===== src/rtl/cmd_enq_pkg.sv =====
package cmd_enq_pkg;

    typedef enum logic [2:0] {
        EXC_NONE     = 3'd0,
        EXC_UD       = 3'd1,
        EXC_GP_PRIV  = 3'd2,
        EXC_GP_ALIGN = 3'd3,
        EXC_GP_RSVD  = 3'd4
    } exc_e;

    typedef enum logic [2:0] {
        ST_IDLE  = 3'd0,
        ST_CHECK = 3'd1,
        ST_ISSUE = 3'd2,
        ST_WAIT  = 3'd3,
        ST_DONE  = 3'd4
    } state_e;

endpackage


===== src/rtl/cmd_enq_fault.sv =====
module cmd_enq_fault
    import cmd_enq_pkg::*;
#(
    parameter int              ADDR_W     = 32,
    parameter int              CPL_W      = 2,
    parameter int              ALIGN_BITS = 6,
    parameter int              WIN_LOG2   = 12,
    parameter int              RSVD_W     = 11,
    parameter logic [ADDR_W-1:0] WIN_BASE = 32'h0010_0000
) (
    input  logic                       lock,
    input  logic                       feat_en,
    input  logic [CPL_W-1:0]           cpl,
    input  logic [ALIGN_BITS-1:0]      addr_lo,
    input  logic [ADDR_W-WIN_LOG2-1:0] addr_hi,
    input  logic [RSVD_W-1:0]          rsvd,
    output exc_e                       exc,
    output logic                       win_hit
);

    // Priority: undefined opcode, privilege, alignment, reserved bits
    always_comb begin
        if (lock || !feat_en)         exc = EXC_UD;
        else if (cpl != '0)           exc = EXC_GP_PRIV;
        else if (addr_lo != '0)       exc = EXC_GP_ALIGN;
        else if (rsvd != '0)          exc = EXC_GP_RSVD;
        else                          exc = EXC_NONE;
    end

    assign win_hit = (addr_hi == WIN_BASE[ADDR_W-1:WIN_LOG2]);

endmodule


===== src/rtl/cmd_enq_ctrl.sv =====
module cmd_enq_ctrl
    import cmd_enq_pkg::*;
#(
    parameter int ADDR_W     = 32,
    parameter int DATA_W     = 512,
    parameter int CPL_W      = 2,
    parameter int ALIGN_BITS = 6
) (
    input  logic              clk,
    input  logic              rst_n,
    input  logic              req_valid,
    output logic              req_ready,
    input  logic [DATA_W-1:0] req_cmd,
    input  logic [ADDR_W-1:0] req_addr,
    input  logic [CPL_W-1:0]  req_cpl,
    input  logic              req_feat_en,
    input  logic              req_lock,
    output logic [DATA_W-1:0] cap_cmd,
    output logic [ADDR_W-1:0] cap_addr,
    output logic [CPL_W-1:0]  cap_cpl,
    output logic              cap_feat_en,
    output logic              cap_lock,
    input  exc_e              chk_exc,
    input  logic              chk_hit,
    output logic              st_valid,
    input  logic              st_ready,
    output logic [ADDR_W-1:0] st_addr,
    output logic [DATA_W-1:0] st_data,
    input  logic              rsp_valid,
    input  logic              rsp_retry,
    output logic              done,
    output exc_e              exc_code,
    output logic              zf
);

    typedef struct packed {
        state_e              state;
        logic [DATA_W-1:0]   cmd;
        logic [ADDR_W-1:0]   addr;
        logic [CPL_W-1:0]    cpl;
        logic                feat_en;
        logic                lock;
        exc_e                exc;
        logic                zf;
    } ctrl_t;

    ctrl_t r_d, r_q;

    always_comb begin
        r_d = r_q;
        unique case (r_q.state)
            ST_IDLE: begin
                if (req_valid) begin
                    r_d.state   = ST_CHECK;
                    r_d.cmd     = req_cmd;
                    r_d.addr    = req_addr;
                    r_d.cpl     = req_cpl;
                    r_d.feat_en = req_feat_en;
                    r_d.lock    = req_lock;
                    r_d.exc     = EXC_NONE;
                    r_d.zf      = 1'b0;
                end
            end
            ST_CHECK: begin
                if (chk_exc != EXC_NONE) begin
                    r_d.exc   = chk_exc;
                    r_d.zf    = 1'b0;
                    r_d.state = ST_DONE;
                end else if (!chk_hit) begin
                    r_d.zf    = 1'b1;
                    r_d.state = ST_DONE;
                end else begin
                    r_d.state = ST_ISSUE;
                end
            end
            ST_ISSUE: begin
                if (st_ready) r_d.state = ST_WAIT;
            end
            ST_WAIT: begin
                if (rsp_valid) begin
                    r_d.zf    = rsp_retry;
                    r_d.state = ST_DONE;
                end
            end
            ST_DONE:  r_d.state = ST_IDLE;
            default:  r_d.state = ST_IDLE;
        endcase
    end

    always_ff @(posedge clk or negedge rst_n) begin
        if (!rst_n) begin
            r_q <= '{state: ST_IDLE, cmd: '0, addr: '0, cpl: '0,
                     feat_en: 1'b0, lock: 1'b0, exc: EXC_NONE, zf: 1'b0};
        end else begin
            r_q <= r_d;
        end
    end

    assign req_ready   = (r_q.state == ST_IDLE);
    assign st_valid    = (r_q.state == ST_ISSUE);
    assign done        = (r_q.state == ST_DONE);
    assign st_addr     = r_q.addr;
    assign st_data     = r_q.cmd;
    assign exc_code    = r_q.exc;
    assign zf          = r_q.zf;
    assign cap_cmd     = r_q.cmd;
    assign cap_addr    = r_q.addr;
    assign cap_cpl     = r_q.cpl;
    assign cap_feat_en = r_q.feat_en;
    assign cap_lock    = r_q.lock;

    p_no_accept_busy_r1: assert property (@(posedge clk) disable iff (!rst_n)
        (st_valid || done) |-> !req_ready);

    p_store_priv_r3: assert property (@(posedge clk) disable iff (!rst_n)
        st_valid |-> (r_q.cpl == '0 && !r_q.lock && r_q.feat_en));

    p_store_aligned_r4: assert property (@(posedge clk) disable iff (!rst_n)
        st_valid |-> (st_addr[ALIGN_BITS-1:0] == '0));

    p_fault_zf_clear_r6: assert property (@(posedge clk) disable iff (!rst_n)
        (done && exc_code != EXC_NONE) |-> !zf);

    p_store_hold_r7: assert property (@(posedge clk) disable iff (!rst_n)
        (st_valid && !st_ready) |=> (st_valid && $stable(st_data) && $stable(st_addr)));

    p_status_zf_r8: assert property (@(posedge clk) disable iff (!rst_n)
        (r_q.state == ST_WAIT && rsp_valid) |=> (done && zf == $past(rsp_retry)));

    p_done_pulse_r10: assert property (@(posedge clk) disable iff (!rst_n)
        done |=> !done);

endmodule


===== src/rtl/cmd_enq_issue.sv =====
module cmd_enq_issue
    import cmd_enq_pkg::*;
#(
    parameter int                ADDR_W     = 32,
    parameter int                CMD_BYTES  = 64,
    parameter int                CPL_W      = 2,
    parameter int                RSVD_LO    = 20,
    parameter int                RSVD_HI    = 30,
    parameter int                WIN_LOG2   = 12,
    parameter logic [ADDR_W-1:0] WIN_BASE   = 32'h0010_0000
) (
    input  logic                  clk,
    input  logic                  rst_n,
    input  logic                  req_valid,
    output logic                  req_ready,
    input  logic [CMD_BYTES*8-1:0] req_cmd,
    input  logic [ADDR_W-1:0]     req_addr,
    input  logic [CPL_W-1:0]      req_cpl,
    input  logic                  req_feat_en,
    input  logic                  req_lock,
    output logic                  st_valid,
    input  logic                  st_ready,
    output logic [ADDR_W-1:0]     st_addr,
    output logic [CMD_BYTES*8-1:0] st_data,
    input  logic                  rsp_valid,
    input  logic                  rsp_retry,
    output logic                  done,
    output logic [2:0]            exc_code,
    output logic                  zf,
    output logic [4:0]            oth_flags
);

    localparam int DATA_W     = CMD_BYTES * 8;
    localparam int ALIGN_BITS = $clog2(CMD_BYTES);
    localparam int RSVD_W     = RSVD_HI - RSVD_LO + 1;

    logic [DATA_W-1:0] cap_cmd;
    logic [ADDR_W-1:0] cap_addr;
    logic [CPL_W-1:0]  cap_cpl;
    logic              cap_feat_en;
    logic              cap_lock;
    exc_e              chk_exc;
    logic              chk_hit;
    exc_e              exc_q;

    cmd_enq_fault #(
        .ADDR_W(ADDR_W), .CPL_W(CPL_W), .ALIGN_BITS(ALIGN_BITS),
        .WIN_LOG2(WIN_LOG2), .RSVD_W(RSVD_W), .WIN_BASE(WIN_BASE)
    ) u_fault (
        .lock    (cap_lock),
        .feat_en (cap_feat_en),
        .cpl     (cap_cpl),
        .addr_lo (cap_addr[ALIGN_BITS-1:0]),
        .addr_hi (cap_addr[ADDR_W-1:WIN_LOG2]),
        .rsvd    (cap_cmd[RSVD_HI:RSVD_LO]),
        .exc     (chk_exc),
        .win_hit (chk_hit)
    );

    cmd_enq_ctrl #(
        .ADDR_W(ADDR_W), .DATA_W(DATA_W), .CPL_W(CPL_W), .ALIGN_BITS(ALIGN_BITS)
    ) u_ctrl (
        .clk         (clk),
        .rst_n       (rst_n),
        .req_valid   (req_valid),
        .req_ready   (req_ready),
        .req_cmd     (req_cmd),
        .req_addr    (req_addr),
        .req_cpl     (req_cpl),
        .req_feat_en (req_feat_en),
        .req_lock    (req_lock),
        .cap_cmd     (cap_cmd),
        .cap_addr    (cap_addr),
        .cap_cpl     (cap_cpl),
        .cap_feat_en (cap_feat_en),
        .cap_lock    (cap_lock),
        .chk_exc     (chk_exc),
        .chk_hit     (chk_hit),
        .st_valid    (st_valid),
        .st_ready    (st_ready),
        .st_addr     (st_addr),
        .st_data     (st_data),
        .rsp_valid   (rsp_valid),
        .rsp_retry   (rsp_retry),
        .done        (done),
        .exc_code    (exc_q),
        .zf          (zf)
    );

    assign exc_code  = exc_q;
    assign oth_flags = '0;

    p_window_r9: assert property (@(posedge clk) disable iff (!rst_n)
        st_valid |-> (st_addr[ADDR_W-1:WIN_LOG2] == WIN_BASE[ADDR_W-1:WIN_LOG2]));

    p_fault_priority_r2: assert property (@(posedge clk) disable iff (!rst_n)
        (done && (cap_lock || !cap_feat_en)) |-> (exc_code == 3'd1));

endmodule


===== config.mk =====
export PLATFORM = sky130hd
export DESIGN_NAME = cmd_enq_issue
export DESIGN_NICKNAME = d
export VERILOG_FILES = /design/src/rtl/cmd_enq_pkg.sv /design/src/rtl/cmd_enq_fault.sv /design/src/rtl/cmd_enq_ctrl.sv /design/src/rtl/cmd_enq_issue.sv
export SDC_FILE = /design/constraint.sdc
export NUM_CORES = 1
export LEC_CHECK = 0
export ABC_AREA = 1
export BUFFER_PORTS_ARGS = -buffer_cell sky130_fd_sc_hd__buf_2
export CORE_AREA = 10 10 425 427
export DETAILED_ROUTE_END_ITERATION = 10
export DIE_AREA = 0 0 435 437
export SLEW_MARGIN = 15
export SYNTH_ARGS = -nofsm -noshare
export SYNTH_HDL_FRONTEND = slang
export SYNTH_HIERARCHICAL = 1
export SYNTH_SLANG_ARGS = --single-unit
export TNS_END_PERCENT = 30

===== constraint.sdc =====
create_clock -name clk -period 2 [get_ports clk]
set_input_delay 0.5 -clock clk [delete_from_list [all_inputs] [get_ports clk]]
set_output_delay 0.5 -clock clk [all_outputs]
set_load 0.1 [all_outputs]

Word level (Yosys, flattened, before mapping)
Index checks and enable logic that the tools add are counted.

word-level totals
  output and inout bits = 556
  register bits = 555

operators by class
  eq/ne operators = 10
  reduce and logical (&&, ||, !) cells = 13
  multiplexer cells = 16

operators with widths
  kind                 count
  $mux 555             1
  $mux 3               9
  $eq 20x9->1 const B  1
  $pmux 3 s4           1
  $reduce_bool 11->1   1
  $eq 3x2->1 const B   2
  $pmux 3 s2           1
  $reduce_and 3->1     2
  $reduce_bool 3->1    2
  $reduce_bool 6->1    1
  $ne 2x1->1 const B   2
  $ne 2x2->1 const B   2
  $reduce_and 4->1     1
  $reduce_bool 2->1    2
  $eq 3x1->1 const B   1
  $eq 3x3->1 const B   1
  $logic_not 3->1      1
  $mux 1               3
  $ne 3x3->1 const B   1
  $pmux 1 s3           1
  $reduce_and 2->1     1
  $logic_not 1->1      1
  $logic_or 1x1->1     1

Longest topological paths before layout
  depth in word-level cells = 8
  mapped depth = 13

Modules after synthesis
The synthesis kept the hierarchy.

modules (own cells, without submodules)
  module         times used  area each (µm²)  cells an instance
  cmd_enq_ctrl   1           29193.0          3471
  cmd_enq_fault  1           227.7            46
  cmd_enq_issue  1           41.3             6

Worst setup path after synthesis
Ideal clock, no wire load.

  kind = register to output
  from = register u_ctrl/r_q[553] in the netlist's numbering
  to = output port done
  path slack = -1.077 ns
  buffers on the path = 1
  cell stages (with the launch flop) = 3
  arrival time = 2.577 ns
  data required time = 1.500 ns
  path through = dfrtp_1 -> buf_2 -> nor3_1

on the way
  cells in the longest elaborated chain, start to end = 1

RTL lines
  item                    RTL line             RTL
  from (decl)             cmd_enq_ctrl.sv:47   ctrl_t r_d, r_q;
  from (signal assigned)  cmd_enq_ctrl.sv:92   r_q <= '{state: ST_IDLE, cmd: '0, addr: '0, cpl: '0,
  from (signal assigned)  cmd_enq_ctrl.sv:95   r_q <= r_d;
  $eq 3x3->1              cmd_enq_ctrl.sv:101  assign done = (r_q.state == ST_DONE);
  to (decl)               cmd_enq_issue.sv:27  output logic done,

No other way between the ends.

Final worst setup path
  from = register u_ctrl/r_q[552] in the netlist's numbering
  to = output port req_ready

on the way
  cells in the longest elaborated chain, start to end = 1

RTL lines
  item             RTL line             RTL
  $logic_not 3->1  cmd_enq_ctrl.sv:99   assign req_ready = (r_q.state == ST_IDLE);
  to (decl)        cmd_enq_issue.sv:15  output logic req_ready,

No other way between the ends.

==> metrics <==
Final Hold Viols=0; status=complete, but fails checks; Final WS setup=-0.1280 ns; Worst-Skew Late Latency=between 0.6 and 0.7 ns; initial core utilization=about 15%; CTS Buf Count=72; Routed WL per cell=around 23 um; CP cell instances=nor2_4 > nand2_2 > inv_2 > buf_12; RD Place Congestion=1.024; syn_area_per_cell=8.507 um^2; f_max=about 470 MHz; drt initial violations=1718; Die ar.=190100 um^2; DR pass1 iterations=5; Final Critical Period=2.128 ns; Avg Vias per Cell=between 3 and 4; row cnt=152; Setup violations, final=3; TritonCTS sink count=555; DR vias=22550; Met3 Routed Length=14080 um; Mapped Cells=3016; Max clock buf depth=3; core area=171400 um^2; Worst-Margin Slew=0.6246 ns; vias in the first global route=23530; Port Buffer Count=1104; routed wl met2=70180 um; RSZ-0062 raised after global routing=true; worst path arrival time=around 1.6 ns; global-route wire length before repair=just under 200000 um; CTS Root Cell=clkbuf_16; max-cap viol count=0; Setup Skew=approximately 0.032 ns; failing checks=setup timing; Die Width=435 um; DRC viols=0; Crit. End Element=primary output; Remaining Overflow, GRT=0; Area growth syn-to-layout=47.88%; Routed met1 length=54590 um; CP Data Required Time=1.50 ns; largest net degree at the start of global routing=83; Util after Layout=between 20% and 30%; final period utilization=106.4%; worst stage delay on the critical path=0.47 ns; worst relative slew slack=58.36%; Die Ht=437 um; CTS tree=built; number of H-tree levels=3; GRT Total Usage=14.49%; Top Layer Used=met4; WL final=roughly 140000 um; share of layout cells above drive strength 1=33.15%; initial antenna violation count=39; detailed-placement wirelength estimate=roughly 120000 um; crit start category=register; Yosys warnings=6; WS Path Type=reg2out; Ports=1110; CP max FO=5; slowest stage cell, crit path=dfrtp_2; fin nets=4522; Final Max Tran Viols=0; fill count=roughly 19000; worst hold path type=in2reg; Mapped Area=25660 um^2; antenna viol nets, final=0; Reg clk slew, reported paths=0.06 ns
layout by cell type, fill, tap and decap left out, drive strengths merged:
master / instances
a21boi: 1
a21oi: 2
and2: 1
buf: 1199
bufinv: 1
clkbuf: 100
clkinv: 13
clkinvlp: 5
conb: 5
dfrtp: 555
diode: 14
dlygate4sd3: 386
inv: 29
nand2: 1673
nand3: 7
nand3b: 1
nand4: 1
nor2: 31
nor3: 3
o21ai: 5
o21bai: 1
or2: 2
critical path, delay by kind of cell (launching register included):
| kind | cells | cell delay, ns |
|---|---|---|
| and+or+nand+nor | 2 | 0.23 |
| DFF | 1 | 0.47 |
| buffers and inverters | 2 | 0.27 |
stage by stage:
stage               hold slack (ns)  setup slack [ns]  TNS, ns  area [um^2]  instances
floorplan                    0.2044            0.1686        0        25680       3020
global placement             0.4051            0.1557        0        30260       5815
detailed placement           0.4082            0.1020        0        30260       5815
CTS                       0.0005438           -0.2325  -0.6518        37900       6331
global route                0.03792           -0.2385  -0.6719        37930       6342
finish                      0.09306           -0.1280  -0.3162        37940       6345
final timing paths:
| kind | from | endpoint | slack [ns] | cells after the start |
|---|---|---|---|---|
| worst max-delay path | u_ctrl/r_q[552]$_DFFE_PN0P_ | req_ready | -0.13 | 4 |
| worst min-delay path | req_cmd[61] | u_ctrl/cap_cmd[61]$_DFFE_PN0P_ | 0.09 | 3 |
| worst max register to register | u_ctrl/r_q[552]$_DFFE_PN0P_ | u_ctrl/cap_cmd[131]$_DFFE_PN0P_ | 0.18 | 8 |
| worst min register to register | u_ctrl/cap_cmd[4]$_DFFE_PN0P_ | u_ctrl/cap_cmd[4]$_DFFE_PN0P_ | 0.47 | 2 |
| max in group asynchronous | rst_n | u_ctrl/cap_cmd[129]$_DFFE_PN0P_ | 0.73 | 3 |
| min in group asynchronous | rst_n | u_ctrl/cap_cmd[410]$_DFFE_PN0P_ | 0.33 | 2 |
sequential cells by signal (all words and copies together), names as in the netlist:
name and cells:
u_ctrl/cap_cmd 512, u_ctrl/cap_addr 32, u_ctrl/exc_code 3, u_ctrl/r_q 3
u_ctrl/cap_cpl 2, u_ctrl/cap_feat_en 1, u_ctrl/cap_lock 1, u_ctrl/zf 1
timing repair:
item                                    4_1_cts  5_1_grt
resized for setup                           581        3
pin swaps                                     1        1
setup buffers                                 3        0
endpoints found under the setup margin      534        5
endpoints found under the hold margin       439        0
hold buffers                                386        0
layer usage:
layer / up-vias / GRT usage (%)
met1: 10950 / 16.48
li1: 10370 / -
met3: 208 / 5.763
met2: 1019 / 24.68
met5: - / 0
met4: 0 / 4.739
final cells by class:
type	instances	area (um^2)	share of cell area, %
flip-flops and latches	555	13900	36.63
repair buffers	1586	12180	32.09
multi-input cells	1733	6625	17.46
well taps	2310	2890	7.618
clock buffers	99	1983	5.227
clock inverters	28	249.0	0.6563
inverters	20	82.58	0.2177
diodes	14	35.03	0.09234
Power is left out: the tool's default activity adds up to more than one toggle a clock period on the data nets, which glitch-free logic cannot reach.
